===== config.mk =====
export PLATFORM = sky130hd
export DESIGN_NAME = crit_steal_unit
export DESIGN_NICKNAME = d
export VERILOG_FILES = /design/src/rtl/crit_pkg.sv /design/src/rtl/crit_counter.sv /design/src/rtl/interval_timer.sv /design/src/rtl/steal_arbiter.sv /design/src/rtl/victim_scan.sv /design/src/rtl/crit_steal_unit.sv
export SDC_FILE = /design/constraint.sdc
export NUM_CORES = 1
export LEC_CHECK = 0
export BUFFER_PORTS_ARGS = -buffer_cell sky130_fd_sc_hd__buf_2
export CAP_MARGIN = 25
export CORE_MARGIN = 8
export CORE_UTILIZATION = 65
export DETAILED_ROUTE_END_ITERATION = 7
export GPL_ROUTABILITY_DRIVEN = 0
export PLACE_DENSITY = 0.85
export SETUP_SLACK_MARGIN = 0.02
export SYNTH_ARGS = -nofsm -noshare
export SYNTH_HDL_FRONTEND = slang
export SYNTH_SLANG_ARGS = --single-unit

===== constraint.sdc =====
create_clock -name clk -period 12.4 [get_ports clk]
set_input_delay 1.24 -clock clk [delete_from_list [all_inputs] [get_ports clk]]
set_output_delay 1.24 -clock clk [all_outputs]
set_load 0.02 [all_outputs]

===== src/rtl/crit_pkg.sv =====
`timescale 1ns/1ps
package crit_pkg;
  // default sizes and event weights shared by the predictor modules
  localparam int unsigned DEF_CNT_W   = 14;
  localparam int unsigned DEF_BOUND_W = 24;
  localparam int unsigned DEF_L1_WT   = 1;
  localparam int unsigned DEF_L2_WT   = 10;
endpackage


===== src/rtl/crit_counter.sv =====
`timescale 1ns/1ps
module crit_counter #(
  parameter int unsigned CNT_W = crit_pkg::DEF_CNT_W,
  parameter int unsigned L1_WT = crit_pkg::DEF_L1_WT,
  parameter int unsigned L2_WT = crit_pkg::DEF_L2_WT
) (
  input  logic             clk,
  input  logic             rst,
  input  logic             clr_i,
  input  logic             l1_ev_i,
  input  logic             l2_ev_i,
  output logic [CNT_W-1:0] cnt_o
);
  localparam logic [CNT_W:0]   MAXV    = {1'b0, {CNT_W{1'b1}}};
  localparam logic [CNT_W-1:0] MAXC    = {CNT_W{1'b1}};
  localparam logic [CNT_W-1:0] L1_ROOM = MAXC - CNT_W'(L1_WT);
  localparam logic [CNT_W-1:0] L2_ROOM = MAXC - CNT_W'(L2_WT);

  logic [CNT_W-1:0] cnt_q;
  logic [CNT_W:0]   inc;
  logic [CNT_W:0]   sum;
  logic [CNT_W-1:0] nxt;

  always_comb begin
    inc = '0;
    if (l1_ev_i) inc = inc + (CNT_W+1)'(L1_WT);
    if (l2_ev_i) inc = inc + (CNT_W+1)'(L2_WT);
    sum = {1'b0, cnt_q} + inc;
    nxt = (sum > MAXV) ? MAXC : sum[CNT_W-1:0];
  end

  always_ff @(posedge clk) begin
    if (rst || clr_i)           cnt_q <= '0;
    else if (l1_ev_i || l2_ev_i) cnt_q <= nxt;
  end

  assign cnt_o = cnt_q;

  assert_clear_R5: assert property (@(posedge clk) disable iff (rst)
    clr_i |=> (cnt_q == '0));
  assert_no_overflow_R4: assert property (@(posedge clk) disable iff (rst)
    (!clr_i && cnt_q == MAXC) |=> (cnt_q == MAXC));
  assert_l1_step_R2: assert property (@(posedge clk) disable iff (rst)
    (!clr_i && l1_ev_i && !l2_ev_i && cnt_q <= L1_ROOM) |=> (cnt_q == $past(cnt_q) + CNT_W'(L1_WT)));
  assert_l2_step_R3: assert property (@(posedge clk) disable iff (rst)
    (!clr_i && l2_ev_i && !l1_ev_i && cnt_q <= L2_ROOM) |=> (cnt_q == $past(cnt_q) + CNT_W'(L2_WT)));
  assert_idle_hold_R2: assert property (@(posedge clk) disable iff (rst)
    (!clr_i && !l1_ev_i && !l2_ev_i) |=> $stable(cnt_q));
endmodule


===== src/rtl/interval_timer.sv =====
`timescale 1ns/1ps
module interval_timer #(
  parameter int unsigned BOUND_W = crit_pkg::DEF_BOUND_W
) (
  input  logic               clk,
  input  logic               rst,
  input  logic               we_i,
  input  logic [BOUND_W-1:0] wdata_i,
  output logic               clr_o
);
  logic [BOUND_W-1:0] bound_q;
  logic [BOUND_W-1:0] tick_q;
  logic               at_end;

  assign at_end = (bound_q != '0) && (tick_q == bound_q - BOUND_W'(1));
  assign clr_o  = at_end;

  always_ff @(posedge clk) begin
    if (rst) begin
      bound_q <= '0;
      tick_q  <= '0;
    end else if (we_i) begin
      bound_q <= wdata_i;
      tick_q  <= '0;
    end else if (bound_q != '0) begin
      tick_q <= at_end ? '0 : tick_q + BOUND_W'(1);
    end
  end

  assert_restart_R5: assert property (@(posedge clk) disable iff (rst)
    we_i |=> (tick_q == '0));
  assert_tick_range_R5: assert property (@(posedge clk) disable iff (rst)
    (bound_q != '0) |-> (tick_q < bound_q));
endmodule


===== src/rtl/steal_arbiter.sv =====
`timescale 1ns/1ps
module steal_arbiter #(
  parameter int unsigned NCORES = 4,
  localparam int unsigned IDW = $clog2(NCORES > 1 ? NCORES : 2)
) (
  input  logic              clk,
  input  logic              rst,
  input  logic [NCORES-1:0] req_i,
  output logic [NCORES-1:0] grant_o,
  output logic              any_o,
  output logic [IDW-1:0]    id_o
);
  // lowest set bit wins
  assign grant_o = req_i & (~req_i + NCORES'(1));
  assign any_o   = |req_i;

  always_comb begin
    id_o = '0;
    for (int i = NCORES - 1; i >= 0; i--) begin
      if (req_i[i]) id_o = IDW'(i);
    end
  end

  assert_grant_onehot_R8: assert property (@(posedge clk) disable iff (rst)
    $onehot0(grant_o) && ((grant_o & ~req_i) == '0) && (any_o == (grant_o != '0)));
endmodule


===== src/rtl/victim_scan.sv =====
`timescale 1ns/1ps
module victim_scan #(
  parameter int unsigned NCORES = 4,
  parameter int unsigned CNT_W  = crit_pkg::DEF_CNT_W,
  localparam int unsigned IDW = $clog2(NCORES > 1 ? NCORES : 2)
) (
  input  logic [NCORES-1:0][CNT_W-1:0] cnt_i,
  input  logic [IDW-1:0]               excl_i,
  output logic [IDW-1:0]               victim_o,
  output logic                         found_o
);
  logic [CNT_W-1:0] best_v;
  logic [CNT_W-1:0] cur_v;

  always_comb begin
    best_v   = '0;
    victim_o = '0;
    for (int i = 0; i < NCORES; i++) begin
      cur_v = (IDW'(i) == excl_i) ? '0 : cnt_i[i];
      // strict compare keeps the lowest index on ties and never picks a zero
      if (cur_v > best_v) begin
        best_v   = cur_v;
        victim_o = IDW'(i);
      end
    end
    found_o = (best_v != '0);
  end
endmodule


===== src/rtl/crit_steal_unit.sv =====
`timescale 1ns/1ps
module crit_steal_unit #(
  parameter int unsigned NCORES  = 4,
  parameter int unsigned CNT_W   = crit_pkg::DEF_CNT_W,
  parameter int unsigned BOUND_W = crit_pkg::DEF_BOUND_W,
  parameter int unsigned L1_WT   = crit_pkg::DEF_L1_WT,
  parameter int unsigned L2_WT   = crit_pkg::DEF_L2_WT,
  localparam int unsigned IDW = $clog2(NCORES > 1 ? NCORES : 2)
) (
  input  logic               clk,
  input  logic               rst,
  input  logic [NCORES-1:0]  l1_miss_i,
  input  logic [NCORES-1:0]  l2_miss_i,
  input  logic [NCORES-1:0]  steal_req_i,
  output logic [NCORES-1:0]  steal_ready_o,
  input  logic               bound_we_i,
  input  logic [BOUND_W-1:0] bound_data_i,
  output logic               resp_valid_o,
  output logic [IDW-1:0]     resp_core_o,
  output logic               resp_found_o,
  output logic [IDW-1:0]     resp_victim_o
);
  logic                         clr;
  logic [NCORES-1:0][CNT_W-1:0] cnt;
  logic [NCORES-1:0]            grant;
  logic                         gnt_any;
  logic [IDW-1:0]               gnt_id;
  logic [IDW-1:0]               scan_victim;
  logic                         scan_found;

  interval_timer #(.BOUND_W(BOUND_W)) u_timer (
    .clk(clk), .rst(rst), .we_i(bound_we_i), .wdata_i(bound_data_i), .clr_o(clr)
  );

  for (genvar c = 0; c < NCORES; c++) begin : g_core
    crit_counter #(.CNT_W(CNT_W), .L1_WT(L1_WT), .L2_WT(L2_WT)) u_cnt (
      .clk(clk), .rst(rst), .clr_i(clr),
      .l1_ev_i(l1_miss_i[c]), .l2_ev_i(l2_miss_i[c]), .cnt_o(cnt[c])
    );
  end

  steal_arbiter #(.NCORES(NCORES)) u_arb (
    .clk(clk), .rst(rst), .req_i(steal_req_i),
    .grant_o(grant), .any_o(gnt_any), .id_o(gnt_id)
  );

  victim_scan #(.NCORES(NCORES), .CNT_W(CNT_W)) u_scan (
    .cnt_i(cnt), .excl_i(gnt_id), .victim_o(scan_victim), .found_o(scan_found)
  );

  assign steal_ready_o = grant;

  always_ff @(posedge clk) begin
    if (rst) begin
      resp_valid_o  <= 1'b0;
      resp_core_o   <= '0;
      resp_found_o  <= 1'b0;
      resp_victim_o <= '0;
    end else begin
      resp_valid_o  <= gnt_any;
      resp_core_o   <= gnt_id;
      resp_found_o  <= gnt_any && scan_found;
      resp_victim_o <= (gnt_any && scan_found) ? scan_victim : '0;
    end
  end

  assert_resp_due_R8: assert property (@(posedge clk) disable iff (rst)
    (grant != '0) |=> (resp_valid_o && resp_core_o == $past(gnt_id)));
  assert_resp_idle_R8: assert property (@(posedge clk) disable iff (rst)
    (steal_req_i == '0) |=> !resp_valid_o);
  assert_not_self_R6: assert property (@(posedge clk) disable iff (rst)
    resp_found_o |-> (resp_valid_o && resp_victim_o != resp_core_o));
  assert_none_zero_R7: assert property (@(posedge clk) disable iff (rst)
    !resp_found_o |-> (resp_victim_o == '0));
endmodule


Yosys cells after proc, flatten, opt, wreduce, memory -nomap -nowiden

Index checks and enable logic that the tools add are counted.

Output and inout port bits: 10
Input port bits: 39
Register bits: 110
Word-level logic and storage cells: 77

Bitwise operators: 3
Mux-type cells: 28
$add $sub $neg: 11
Equality and inequality tests: 4
Reductions and logical operators: 13
Magnitude comparators: 8

Operators with widths:

| cell                    | count |
|---|---|
| $mux W14                | 12 |
| $add A14 B15 Y15        | 4 |
| $gt A15 B14 Y1 const B  | 4 |
| $mux W15                | 4 |
| $gt A14 B14 Y1          | 3 |
| $add A24 B1 Y24 const B | 1 |
| $eq A24 B24 Y1          | 1 |
| $mux W24                | 1 |
| $reduce_bool A24 Y1     | 1 |
| $sub A24 B1 Y24 const B | 1 |
| $add A1 B4 Y5 const B   | 4 |
| $gt A14 B1 Y1 const B   | 1 |
| $reduce_bool A14 Y1     | 1 |
| $mux W2                 | 6 |
| $logic_or A1 B1 Y1      | 5 |
| $mux W1                 | 5 |
| $add A4 B1 Y4 const B   | 1 |
| $and A4 B4 Y4           | 1 |
| $eq A2 B2 Y1 const A    | 2 |
| $not A4 Y4              | 1 |
| $reduce_or A2 Y1        | 2 |
| $reduce_or A4 Y1        | 1 |
| $eq A1 B2 Y1 const A    | 1 |
| $logic_and A1 B1 Y1     | 2 |
| 2 further kinds         | 2 |

Depth between registers and ports, before layout

Depth in word-level cells: 18
Depth in mapped cells: 30
Depth with buffers taken out: 27

Hierarchy

From an unflattened synthesis, not the netlist that was laid out.

Cell total of the unflattened synthesis: 1,069
Area total of the unflattened synthesis: 8,719.6 um^2

Modules (own cells, without submodules):

| module                             | times used | area each (um^2) | cells each | seq. area each (um^2) |
|---|---|---|---|---|
| interval_timer                     | 1          | 3,042.9          | 351        | 960.9 |
| crit_counter (g_core[1].u_cnt ...) | 3          | 897.1            | 107        | 280.3 |
| victim_scan                        | 1          | 1,850.5          | 277        | 0.0 |
| crit_counter (g_core[0].u_cnt)     | 1          | 899.6            | 98         | 280.3 |
| crit_steal_unit                    | 1          | 176.4            | 12         | 120.1 |
| steal_arbiter                      | 1          | 58.8             | 10         | 0.0 |

Worst setup path after synthesis

OpenSTA, ideal clock, no wires.

Path kind: input to register
Start point: input steal_req_i[2]
End point: register resp_victim_o[0]
Stages on the path: 30
Data arrival time: 7.341 ns
Required time: 12.280 ns
Path slack: 4.939 ns
Path buffers: 5
Library setup time: 0.120 ns
Path through: nor3_1 > nor2_1 > clkbuf_1 > nand2_1 > ha_1 > nand4_1 > or3_1 > nor2b_1 > a31oi_1 > clkbuf_1 > clkbuf_1 > nand2_1 > o21ai_0 > inv_1 > ha_1 > nand4_1 > a211oi_1 > o41ai_1 > a31oi_1 > clkbuf_1 > clkbuf_1 > mux2i_1 > ha_1 > nand4_1 > nor4_1 > mux2_2 > a41o_1 > or2_2 > o211ai_1 > a21oi_1

Cells in the longest elaborated chain, start to end: 17
Elaborated cells on any way between the ends: 27
Those cells by class: order compare: 4; eq/ne: 3; mux: 14; bitwise: 1; reduce/logical: 5

RTL lines:

| what                              | line                  | RTL |
|---|---|---|
| start: declaration                | crit_steal_unit.sv:14 | `input logic [NCORES-1:0] steal_req_i,` |
| $mux W2 (3 in a row)              | steal_arbiter.sv:20   | `if (req_i[i]) id_o = IDW'(i);` |
| $logic_not A2 Y1                  | victim_scan.sv:19     | `cur_v = (IDW'(i) == excl_i) ? '0 : cnt_i[i];` |
| $mux W14                          | victim_scan.sv:19     |  |
| $gt A14 B1 Y1                     | victim_scan.sv:21     | `if (cur_v > best_v) begin` |
| $mux W14                          | victim_scan.sv:21     |  |
| $gt A14 B14 Y1                    | victim_scan.sv:21     |  |
| $mux W14                          | victim_scan.sv:21     |  |
| $gt A14 B14 Y1                    | victim_scan.sv:21     |  |
| $mux W14                          | victim_scan.sv:21     |  |
| $gt A14 B14 Y1                    | victim_scan.sv:21     |  |
| $mux W14                          | victim_scan.sv:21     |  |
| $reduce_bool A14 Y1               | victim_scan.sv:26     | `found_o = (best_v != '0);` |
| $logic_and A1 B1 Y1               | crit_steal_unit.sv:63 | `resp_victim_o <= (gnt_any && scan_found) ? scan_victim : '0;` |
| $not A1 Y1 (no source line)       | --                    |  |
| $reduce_or A2 Y1 (no source line) | --                    |  |
| end signal: assignment            | crit_steal_unit.sv:63 |  |
| end: declaration                  | crit_steal_unit.sv:21 | `output logic [IDW-1:0] resp_victim_o` |

Parallel ways exist; a longest one is shown, timed or not.
A chain may end at the register's enable or synchronous reset.

Final worst setup path

Start point: input steal_req_i[1]
End point: register resp_victim_o[0]

Cells in the longest elaborated chain, start to end: 16
Elaborated cells on any way between the ends: 26
Those cells by class: order compare: 4; eq/ne: 3; mux: 13; bitwise: 1; reduce/logical: 5

RTL lines:

| what                              | line |
|---|---|
| $mux W2 (2 in a row)              | steal_arbiter.sv:20 |
| $logic_not A2 Y1                  | victim_scan.sv:19 |
| $mux W14                          | victim_scan.sv:19 |
| $gt A14 B1 Y1                     | victim_scan.sv:21 |
| $mux W14                          | victim_scan.sv:21 |
| $gt A14 B14 Y1                    | victim_scan.sv:21 |
| $mux W14                          | victim_scan.sv:21 |
| $gt A14 B14 Y1                    | victim_scan.sv:21 |
| $mux W14                          | victim_scan.sv:21 |
| $gt A14 B14 Y1                    | victim_scan.sv:21 |
| $mux W14                          | victim_scan.sv:21 |
| $reduce_bool A14 Y1               | victim_scan.sv:26 |
| $logic_and A1 B1 Y1               | crit_steal_unit.sv:63 |
| $not A1 Y1 (no source line)       | -- |
| $reduce_or A2 Y1 (no source line) | -- |

Parallel ways exist; a longest one is shown, timed or not.

==> impl_metrics.ini <==
[clock_tree]
path_clk_slew_ns = 0.08
cts.repair.resized = 0
cts_tree = built
cts_sinks = 110
post_cts_buffers = 0
clockRootBuffer = clkbuf_16
cts_hold_buf = 0
clock_latency_ns = 0.36
cts_buffer_depth = 2
cts_made_buffers = 9
htreeDepth = 3

[drt]
vias_per_cell = 6.08
ant_nets = 0
wl_um = 18300
dr_total_vias = 6996
drt_iter0_markers = 584
drc = 0
firstDrtPassIters = 5
wl_per_cell_um = 15.9

[global_route]
antenna_found_initial = 0
grt_max_degree = 57
grt_pass1_wl_um = 30900
grt-ovfl-total = 0
gr-usage-all-layers_pct = 23.3
grt_pass1_vias = 6564

[power]
max-vdd-ir-drop_mv = 0.117
powerDensity_nw_per_um2 = 117
clkPwrFrac_pct = 32.3
switchingPower_uw = 313
combPwrFrac_pct = 27.5
p_int_uw = 664
p_leak_uw = 0.00342
power.total_uw = 977
seq_power_share_pct = 40.2
p_sw_share_pct = 32.0

[yosys]
synth_adder_area_share_pct = 10.2
synth_seq_cells = 110
synth_cell_types = 54
ys_top_cells_by_area = dfxtp_1 (29%), ha_1 (9.1%), nor2_1 (7.5%)
syn_nets = 1074
yosys.area_share.simple_pct = 29.3
synth_edf_count = 0
synthMuxAreaShare_pct = 6.47
yosys.area.top_type = dfxtp_1
seq_area_frac_synth_pct = 28.7
synth-compound-area-share_pct = 12.5
synthFlopType = dfxtp_1
avgSynthCellArea_um2 = 7.87
synth_top_family_by_area = simple AND/OR/NAND/NOR gates
synth-warning-count = 0
yosysTopAreaCellShare_pct = 28.7
synth_xor_area_share_pct = 9.02
postSynth.asyncResetShare_pct = 0
yosys-top-cells-count = nor2_1 (153), dfxtp_1 (110), nand2_1 (80), ha_1 (56)
synthCells = 975
synth_most_common_cell = nor2_1
synthesis.area_um2 = 7670

[flow_run]
maxCapViolCount = 0

[timing]
worst_slew_pin_slew_ns = 0.984
fin_skew_ns = 0.0121
finalHoldViolations = 0
finalCriticalPeriod_ns = 7.54
clock.fmax_mhz = 133
rsz0062_at_grt = no
relSlewSlack_pct = 33.8
setup_viol = 0
setup_tns_ns = 0
fin_crit_sh_pct = 60.8
fin_ws_ns = 4.86
slew_viol_final = 0

[floorplanning]
die-area_um2 = 15500
die_w_um = 125
coreArea_um2 = 11500
rows = 39
start_util_pct = 66.9
io-pin-count = 49
fp.dieH_um = 125

[min_path]
hold_path.class = reg -> reg

[layout]
fin_nets = 1102
regArea_um2 = 2200
drive_above_1_share_pct = 8.43
antenna_cells = 0
multiInputGateArea_um2 = 5210
fillers = 897
synthToLayoutAreaGrowth_pct = 8.38

[critical_path]
crit_path_end_kind = flip-flop
path_class = in -> reg
crit_fanout = 20
required_ns = 12.66
cp.arrival_ns = 7.80
start_kind = primary input

[placed_design]
hpwl_um = 13900
portBuffers = 48
dp_slack_ns = 4.41

[run_status]
status = completed
## power groups by stage
| stage | logic, uW | registers (uW) | clock network, uW |
|---|---|---|---|
| final | 268 | 393 | 316 |
| after global routing | 298 | 395 | 335 |
| after CTS | 262 | 392 | 321 |
| after detailed placement | 260 | 400 | 0 |
| after global placement | 252 | 400 | 0 |
| after floorplan | 203 | 396 | 0 |
## worst max-delay path, stage by stage
cell and delay [ns]:
buf_2 0.12, nor3_1 0.09, nor2_1 0.71, nand2_1 0.18, ha_1 0.34, nand4_1 0.17
nor4_1 0.74, a31oi_2 0.28, buf_6 0.27, o21ai_0 0.42, inv_1 0.09, ha_1 0.30
o21ai_0 0.08, a211oi_1 0.23, o41ai_1 0.12, a31oi_2 0.31, buf_4 0.33, mux2i_1 0.30
ha_1 0.29, nand4_1 0.13, nor4_1 0.06, mux2_2 0.25, a41o_1 0.23, or2_2 0.33
o211ai_1 0.11, a21oi_1 0.05
## cell type report
class | count | share of cell area (%)
flip-flops and latches | 110 | 26.5
clock buffers | 10 | 2.75
inverters | 33 | 1.49
multi-input cells | 797 | 62.6
repair buffers | 52 | 3.38
clock inverters | 6 | 1.11
well taps | 143 | 2.15
## path summary, 6_finish.rpt
kind	end	start	slack, ns	depth (start not counted)
worst max-delay path	resp_victim_o[0]	steal_req_i[1]	4.86	26
worst min-delay path	g_core[2].u_cnt.cnt_o[12]	g_core[2].u_cnt.cnt_o[12]	0.56	2
worst max register to register	resp_victim_o[0]	g_core[0].u_cnt.cnt_o[12]	6.29	23
worst min register to register	g_core[2].u_cnt.cnt_o[12]	g_core[2].u_cnt.cnt_o[12]	0.56	2
## metal layers
metal	vias to the layer above	GRT usage, %	routed length, um
met4	0	8.15	407
li1	3512	-	-
met3	31	4.55	910
met1	3267	30.4	8590
met5	-	0	0
met2	186	37.4	8350
## registers in the layout, summed over array words and instances (netlist names)
signal and cells:
u_timer.bound_q 24, g_core.u_cnt.cnt_o 56, u_timer.tick_q 24, resp_core_o 2, resp_victim_o 2, resp_found_o 1, resp_valid_o 1
## cells in the final DEF (no fill, tap or decap), drive strengths merged, types with 9 or more instances in the layout
| cell | n |
|---|---|
| nand3 | 44 |
| nand2b | 9 |
| nor3 | 26 |
| nand2 | 80 |
| o21ai | 42 |
| ha | 56 |
| mux2i | 44 |
| and2 | 28 |
| or4 | 12 |
| xnor2 | 44 |
| a31oi | 11 |
| xor2 | 35 |
| a211oi | 12 |
| buf | 52 |
| nor2 | 153 |
| nor2b | 23 |
| and3 | 12 |
| clkbuf | 10 |
| dfxtp | 110 |
| a21oi | 41 |
| nand4 | 21 |
| inv | 35 |
| nor4 | 22 |
## through the flow
step	hold slack [ns]	area, um^2	util (%)	instances
after global placement	0.516	7970	69.5	1133
final	0.560	8320	72.5	1151
after floorplan	0.499	7670	-	975
after CTS	0.562	8310	72.4	1150
after detailed placement	0.548	7990	69.6	1134
after global routing	0.593	8320	72.5	1151
## kinds of logic (layout without fill, tap and decap cells)
group	count (synthesis)	after routing
flops	110	110
mux	49	49
fa+ha+maj	60	60
simple gates	457	457
compound gates	152	152
buf+inv	68	101
xor+xnor	79	79
(Power assumes the default switching activity.)
